===== src/rtl/flash_fetch_pkg.sv =====
package flash_fetch_pkg;

    localparam int ADDR_W     = 24;
    localparam int CMD_BITS   = 8;
    localparam int FILL_BITS  = 8;
    localparam int HDR_MAX    = CMD_BITS + ADDR_W + FILL_BITS;
    localparam int HDR_W      = $clog2(HDR_MAX + 1);

    localparam logic [7:0] OPC_ONE_LANE = 8'h03;
    localparam logic [7:0] OPC_TWO_LANE = 8'h3B;

    typedef enum logic [1:0] {
        PH_IDLE,
        PH_HDR,
        PH_DATA,
        PH_GAP
    } phase_t;

    typedef struct packed {
        logic [ADDR_W-1:0] addr;
        logic              dual;
    } req_t;

    function automatic logic [7:0] opcode_for(input logic dual);
        return dual ? OPC_TWO_LANE : OPC_ONE_LANE;
    endfunction

    function automatic logic [HDR_W-1:0] header_bits(input logic dual);
        return dual ? HDR_W'(HDR_MAX) : HDR_W'(CMD_BITS + ADDR_W);
    endfunction

    function automatic logic [3:0] lane_step(input logic dual);
        return dual ? 4'd2 : 4'd1;
    endfunction

endpackage


===== src/rtl/flash_fetch_tick.sv =====
module flash_fetch_tick #(
    parameter int HALF_PER = 2
) (
    input  logic clk,
    input  logic rst,
    input  logic run,
    output logic tick
);
    localparam int CW = (HALF_PER > 1) ? $clog2(HALF_PER) : 1;
    localparam logic [CW-1:0] LAST = CW'(HALF_PER - 1);

    logic [CW-1:0] cnt;

    always_ff @(posedge clk) begin
        if (rst || !run) begin
            cnt <= '0;
        end else if (cnt == LAST) begin
            cnt <= '0;
        end else begin
            cnt <= cnt + CW'(1);
        end
    end

    assign tick = run && (cnt == LAST);
endmodule


===== src/rtl/flash_fetch_hdr.sv =====
module flash_fetch_hdr
    import flash_fetch_pkg::*;
(
    input  logic clk,
    input  logic rst,
    input  logic load,
    input  logic shift,
    input  req_t req,
    output logic bit_o
);
    logic [HDR_MAX-1:0] sr;

    always_ff @(posedge clk) begin
        if (rst) begin
            sr <= '0;
        end else if (load) begin
            sr <= {opcode_for(req.dual), req.addr, {FILL_BITS{1'b0}}};
        end else if (shift) begin
            sr <= {sr[HDR_MAX-2:0], 1'b0};
        end
    end

    assign bit_o = sr[HDR_MAX-1];
endmodule


===== src/rtl/flash_fetch_capture.sv =====
module flash_fetch_capture
    import flash_fetch_pkg::*;
(
    input  logic       clk,
    input  logic       rst,
    input  logic       clear,
    input  logic       sample,
    input  logic       dual,
    input  logic       lane_hi,
    input  logic       lane_lo,
    output logic       done,
    output logic [7:0] byte_o
);
    logic [7:0] sh;
    logic [3:0] cnt;
    logic [7:0] nxt;
    logic [3:0] ncnt;

    always_comb begin
        if (dual) begin
            nxt = {sh[5:0], lane_hi, lane_lo};
        end else begin
            nxt = {sh[6:0], lane_hi};
        end
        ncnt = cnt + lane_step(dual);
    end

    assign done   = sample && (ncnt == 4'd8);
    assign byte_o = nxt;

    always_ff @(posedge clk) begin
        if (rst || clear) begin
            sh  <= '0;
            cnt <= '0;
        end else if (sample) begin
            sh  <= nxt;
            cnt <= done ? 4'd0 : ncnt;
        end
    end
endmodule


===== src/rtl/flash_fetch.sv =====
module flash_fetch
    import flash_fetch_pkg::*;
#(
    parameter int HALF_PER = 2,
    parameter int CS_GAP   = 5,
    parameter int LEN_W    = 16
) (
    input  logic             clk,
    input  logic             rst,
    input  logic             req_valid,
    output logic             req_ready,
    input  logic [23:0]      req_addr,
    input  logic [LEN_W-1:0] req_len,
    input  logic             req_dual,
    input  logic             abort,
    output logic             cs_n,
    output logic             sck,
    output logic             mosi_o,
    output logic             mosi_oe,
    input  logic             io0_i,
    input  logic             io1_i,
    output logic             dout_valid,
    input  logic             dout_ready,
    output logic [7:0]       dout_data
);
    localparam int GW = $clog2(CS_GAP + 1);
    localparam logic [GW-1:0] GAP_LAST = GW'(CS_GAP - 1);

    phase_t           ph;
    logic             active;
    logic             tick;
    logic             sck_q;
    logic [HDR_W-1:0] hdr_left;
    logic [LEN_W-1:0] left;
    logic             dual_q;
    logic             abort_pend;
    logic [GW-1:0]    gcnt;
    logic             valid_q;
    logic [7:0]       data_q;

    logic             low_tick;
    logic             stall;
    logic             finish;
    logic             rise;
    logic             fall;
    logic             sample;
    logic             start;
    logic             hdr_bit;
    logic             cap_done;
    logic [7:0]       cap_byte;
    req_t             rq;

    assign active   = (ph == PH_HDR) || (ph == PH_DATA);
    assign start    = (ph == PH_IDLE) && req_valid;
    assign low_tick = tick && !sck_q;
    assign stall    = valid_q && !dout_ready;
    assign finish   = low_tick && (abort_pend || abort ||
                                   ((ph == PH_DATA) && (left == '0)));
    assign rise     = low_tick && !finish && !stall;
    assign fall     = tick && sck_q;
    assign sample   = rise && (ph == PH_DATA);
    assign rq       = '{addr: req_addr, dual: req_dual};

    flash_fetch_tick #(.HALF_PER(HALF_PER)) u_tick (
        .clk  (clk),
        .rst  (rst),
        .run  (active),
        .tick (tick)
    );

    flash_fetch_hdr u_hdr (
        .clk   (clk),
        .rst   (rst),
        .load  (start),
        .shift (fall && (ph == PH_HDR)),
        .req   (rq),
        .bit_o (hdr_bit)
    );

    flash_fetch_capture u_cap (
        .clk     (clk),
        .rst     (rst),
        .clear   (!active),
        .sample  (sample),
        .dual    (dual_q),
        .lane_hi (io1_i),
        .lane_lo (io0_i),
        .done    (cap_done),
        .byte_o  (cap_byte)
    );

    always_ff @(posedge clk) begin
        if (rst) begin
            ph         <= PH_IDLE;
            sck_q      <= 1'b0;
            hdr_left   <= '0;
            left       <= '0;
            dual_q     <= 1'b0;
            abort_pend <= 1'b0;
            gcnt       <= '0;
            valid_q    <= 1'b0;
            data_q     <= '0;
        end else begin
            if (valid_q && dout_ready) begin
                valid_q <= 1'b0;
            end
            if (cap_done) begin
                valid_q <= 1'b1;
                data_q  <= cap_byte;
                left    <= left - 1'b1;
            end
            case (ph)
                PH_IDLE: begin
                    if (req_valid) begin
                        ph         <= PH_HDR;
                        hdr_left   <= header_bits(req_dual);
                        left       <= req_len;
                        dual_q     <= req_dual;
                        abort_pend <= 1'b0;
                    end
                end
                PH_HDR, PH_DATA: begin
                    if (abort) begin
                        abort_pend <= 1'b1;
                    end
                    if (finish) begin
                        ph         <= PH_GAP;
                        gcnt       <= '0;
                        abort_pend <= 1'b0;
                    end else if (rise) begin
                        sck_q <= 1'b1;
                    end else if (fall) begin
                        sck_q <= 1'b0;
                        if (ph == PH_HDR) begin
                            hdr_left <= hdr_left - 1'b1;
                            if (hdr_left == HDR_W'(1)) begin
                                ph <= PH_DATA;
                            end
                        end
                    end
                end
                PH_GAP: begin
                    if (gcnt == GAP_LAST) begin
                        ph <= PH_IDLE;
                    end else begin
                        gcnt <= gcnt + GW'(1);
                    end
                end
                default: ph <= PH_IDLE;
            endcase
        end
    end

    assign cs_n       = !active;
    assign sck        = sck_q;
    assign mosi_o     = (ph == PH_HDR) ? hdr_bit : 1'b0;
    assign mosi_oe    = (ph == PH_HDR);
    assign req_ready  = (ph == PH_IDLE);
    assign dout_valid = valid_q;
    assign dout_data  = data_q;
endmodule


===== config.mk =====
export PLATFORM = sky130hd
export DESIGN_NAME = flash_fetch
export DESIGN_NICKNAME = d
export VERILOG_FILES = /design/src/rtl/flash_fetch_pkg.sv /design/src/rtl/flash_fetch_tick.sv /design/src/rtl/flash_fetch_hdr.sv /design/src/rtl/flash_fetch_capture.sv /design/src/rtl/flash_fetch.sv
export SDC_FILE = /design/constraint.sdc
export NUM_CORES = 1
export LEC_CHECK = 0
export ABC_AREA = 1
export BUFFER_PORTS_ARGS = -buffer_cell sky130_fd_sc_hd__buf_2
export CORE_ASPECT_RATIO = 2
export CORE_UTILIZATION = 55
export CTS_BUF_LIST = sky130_fd_sc_hd__clkbuf_8
export CTS_CLUSTER_SIZE = 10
export DETAILED_ROUTE_END_ITERATION = 10
export PLACE_DENSITY = 0.8
export SLEW_MARGIN = 20
export SYNTH_ARGS = -nofsm -noshare
export SYNTH_HDL_FRONTEND = slang
export SYNTH_HIERARCHICAL = 1
export SYNTH_SLANG_ARGS = --single-unit

===== constraint.sdc =====
create_clock -name clk -period 8.3 [get_ports clk]
set_clock_uncertainty 0.1 [all_clocks]
set_input_delay 0.83 -clock clk [delete_from_list [all_inputs] [get_ports clk]]
set_output_delay 0.83 -clock clk [all_outputs]
set_load 0.005 [all_outputs]

==> results.yml <==
sta:
  maxSlewViolCount: 0
  grt_setup_unrepaired: "false"
  setup_violations: 0
  min_period_ps: 4410
  slew_headroom_pct: 37.3
  fmax_mhz: 227
  tightest_slew_ps: 941
  hold_viol: 0
  fin_tns_setup_ps: 0
  timing.final.crit_share_pct: 53.1
final_layout:
  finalInstanceArea_um2: 4890
  drive_gt1_share_pct: 17.4
  fillers: 695
  antennaDiodeCount: 0
  final_common_cell: "nand2_1"
  layout_common_cells: "nand2_1, inv_1, dfxtp_1, nand3_1, buf_2"
  ff_latch_area_um2: 1660
  multi_input_area_um2: 2180
  nets: 736
  area_delta_synth_final_pct: 12.5
setup_path:
  endpoint_kind: "register"
  critPathKind: "register to register"
  worstSetupStartpointType: "register"
  reg2reg_to: "left[14]"
  cp-startpoint: "ph[1]"
  path_max_fanout: 14
  reg2reg_slack_ps: 3890
  arrival_ps: 4570
  r2r_start: "ph[1]"
  critPathSlowestCell: "a21oi_1"
  ff2ff_path_depth: 18
  required_ps: 8460
  cp-endpoint: "left[14]"
  critPathMaxStageDelay_ps: 770
  path_common_cell: "inv_1"
  crit_chain: "inv_1 > ha_1 > nand2_1 > inv_1 > inv_1 > nor2_2 > nand4_1 > nor2_1 > nand4_1 > a21oi_1 > nand2_2 > nor2_2 > nand2_1 > nor2_2 > nand3_1 > xnor2_1 > o21ai_1 > inv_1"
clock_network:
  cts_made_buffers: 9
  clk_path_buf_depth: 2
  clock_sinks: 83
  htreeDepth: 3
  clock_latency_ps: 360
  post_cts_buffers: 0
  path_clk_slew_ps: 80
  cts_resized: 0
  cts_root_buf: "clkbuf_8"
  ctsHoldBuffers: 0
  cts_tree: "done"
place:
  gp_congestion: 0.911
  portBuffers: 61
  dp_hpwl_um: 6700
  place_area_um2: 4620
synthesis:
  synth_mux_area_share_pct: 0
  synth_area_leaders: "dfxtp_1, nand2_1, nand3_1"
  synth_top_area_share_pct: 38.2
  avgSynthCellArea_um2: 6.94
  syn_inst: 626
  synth-xor-area-share_pct: 1.81
  synth-compound-area-share_pct: 13.0
  synthAdderAreaFrac_pct: 3.92
  synth-simple-area-share_pct: 31.5
  synth_fp_nets: 687
  synth_area_leader_cell: "dfxtp_1"
  yosys_warnings: 6
  synthesis.area_um2: 4340
  synth_seq_area_share_pct: 38.2
  synth_seq_cells: 83
  ys_types: 41
  synth_top_family_by_area: "simple AND/OR/NAND/NOR gates"
outcome:
  status: "complete, no violations"
global_routing:
  grt_max_degree: 39
  grt_use_total_pct: 24.7
  antenna_found_initial: 0
  grt_pass1_vias: 3852
  overflow: 0
  grt_pass1_wl_um: 16000
power:
  p_leak_uw: 0.00243
  irDropWorstVdd_uv: 190
  powerDensity_nw_per_um2: 294
routing:
  viasPerCell: 5.20
  drt-wirelength-per-cell_um: 12.5
  num_vias: 4017
  routed_wl_um: 9630
  drt_pass1_iterations: 6
  drc: 0
  drt_iter0_drc: 216
  detail-route-antenna-nets: 0
die:
  core-area_um2: 7600
  io_pins: 62
  die_area_um2: 8280
  std_cell_rows: 45
  die_x_um: 64.8
  initial_core_util_pct: 57.2
  chipHeight_um: 128
worst_hold_path:
  worstHoldPathType: "register to register"
job:
  cap_violations: 0
-- cell usage after synthesis (all sizes together) --
library cell	instances
nor3	3
a21boi	1
xor2	5
o31ai	1
ha	12
nand4	5
or2	4
a211oi	1
nor2	70
dfxtp	83
nand3	68
a21oi	40
xnor2	4
clkinv	2
fa	1
nor3b	2
buf	20
inv	88
a31oi	1
o21ai	60
nand2	147
clkbuf	5
nor4	1
and3	1
o211ai	1
-- where the power goes --
part	internal, uW	switching, uW	total [uW]	leakage, uW
sequential	468	53.8	522	0.000679
clock	236	142	378	0.000132
combinational	184	355	539	0.00162
-- per-layer routing --
layer	global-route usage, %	part of all wire [%]	up-vias
met3	4.54	4.1	29
met2	47.3	54	103
met1	23.3	38	1803
met4	14.4	3.8	0
met5	0	0	-
li1	-	-	2082
-- metrics by stage --
step	utilization (%)	std cells	hold WS (ps)	total power, uW	worst slack (ps)
6_report	64.3	773	364	1440	3890
5_1_grt	64.3	773	389	1540	3430
4_1_cts	64.3	773	366	1450	3900
3_5_place_dp	60.8	758	357	1070	3990
3_3_place_gp	60.8	758	353	1040	4220
2_1_floorplan	-	626	333	956	5280
-- logic make-up after synthesis --
group           after synthesis
buf+inv                     115
compound gates              105
xor+xnor                      9
flops                        83
fa+ha+maj                    13
simple gates                301
-- worst max-delay path, delay by kind of cell (launching register included) --
kind	cells	cell delay (ps)
xor gates and xnor gates	1	140
DFF	1	370
and+or+nand+nor	10	1910
adders and majority gates	1	560
AOI/OAI and AO/OA	2	900
buffers and inverters	4	310
-- sequential cells by signal (all words and copies together), names as in the netlist --
register,flops
dout_valid,1
u_cap/cnt,4
dout_data,8
sck,1
ph,2
hdr_left,6
u_cap/sh,7
u_hdr/sr,32
left,16
dual_q,1
gcnt,3
u_tick/cnt,1
abort_pend,1
-- area by class of cell --
class / instances / share of cell area (%)
clock buffer: 10 / 2.82
sequential: 83 / 34.0
multi-input combinational: 428 / 44.7
timing repair buffer: 63 / 6.56
inverter: 90 / 6.97
clock inverter: 5 / 2.56
tap: 94 / 2.41
-- worst min-delay path by stage --
| stage | end | cells past startpoint | startpoint | slack, ps |
|---|---|---|---|---|
| 2_1_floorplan | u_hdr/sr[39] | 2 | u_hdr/sr[39] | 330 |
| 3_3_place_gp | u_hdr/sr[8] | 2 | u_hdr/sr[8] | 350 |
| 3_5_place_dp | u_hdr/sr[39] | 2 | u_hdr/sr[39] | 360 |
| 4_1_cts | u_hdr/sr[39] | 2 | u_hdr/sr[39] | 370 |
| 5_1_grt | u_hdr/sr[38] | 2 | u_hdr/sr[38] | 390 |
| 6_report | u_hdr/sr[39] | 2 | u_hdr/sr[39] | 360 |
No activity file was read; power rests on OpenSTA's default activity.
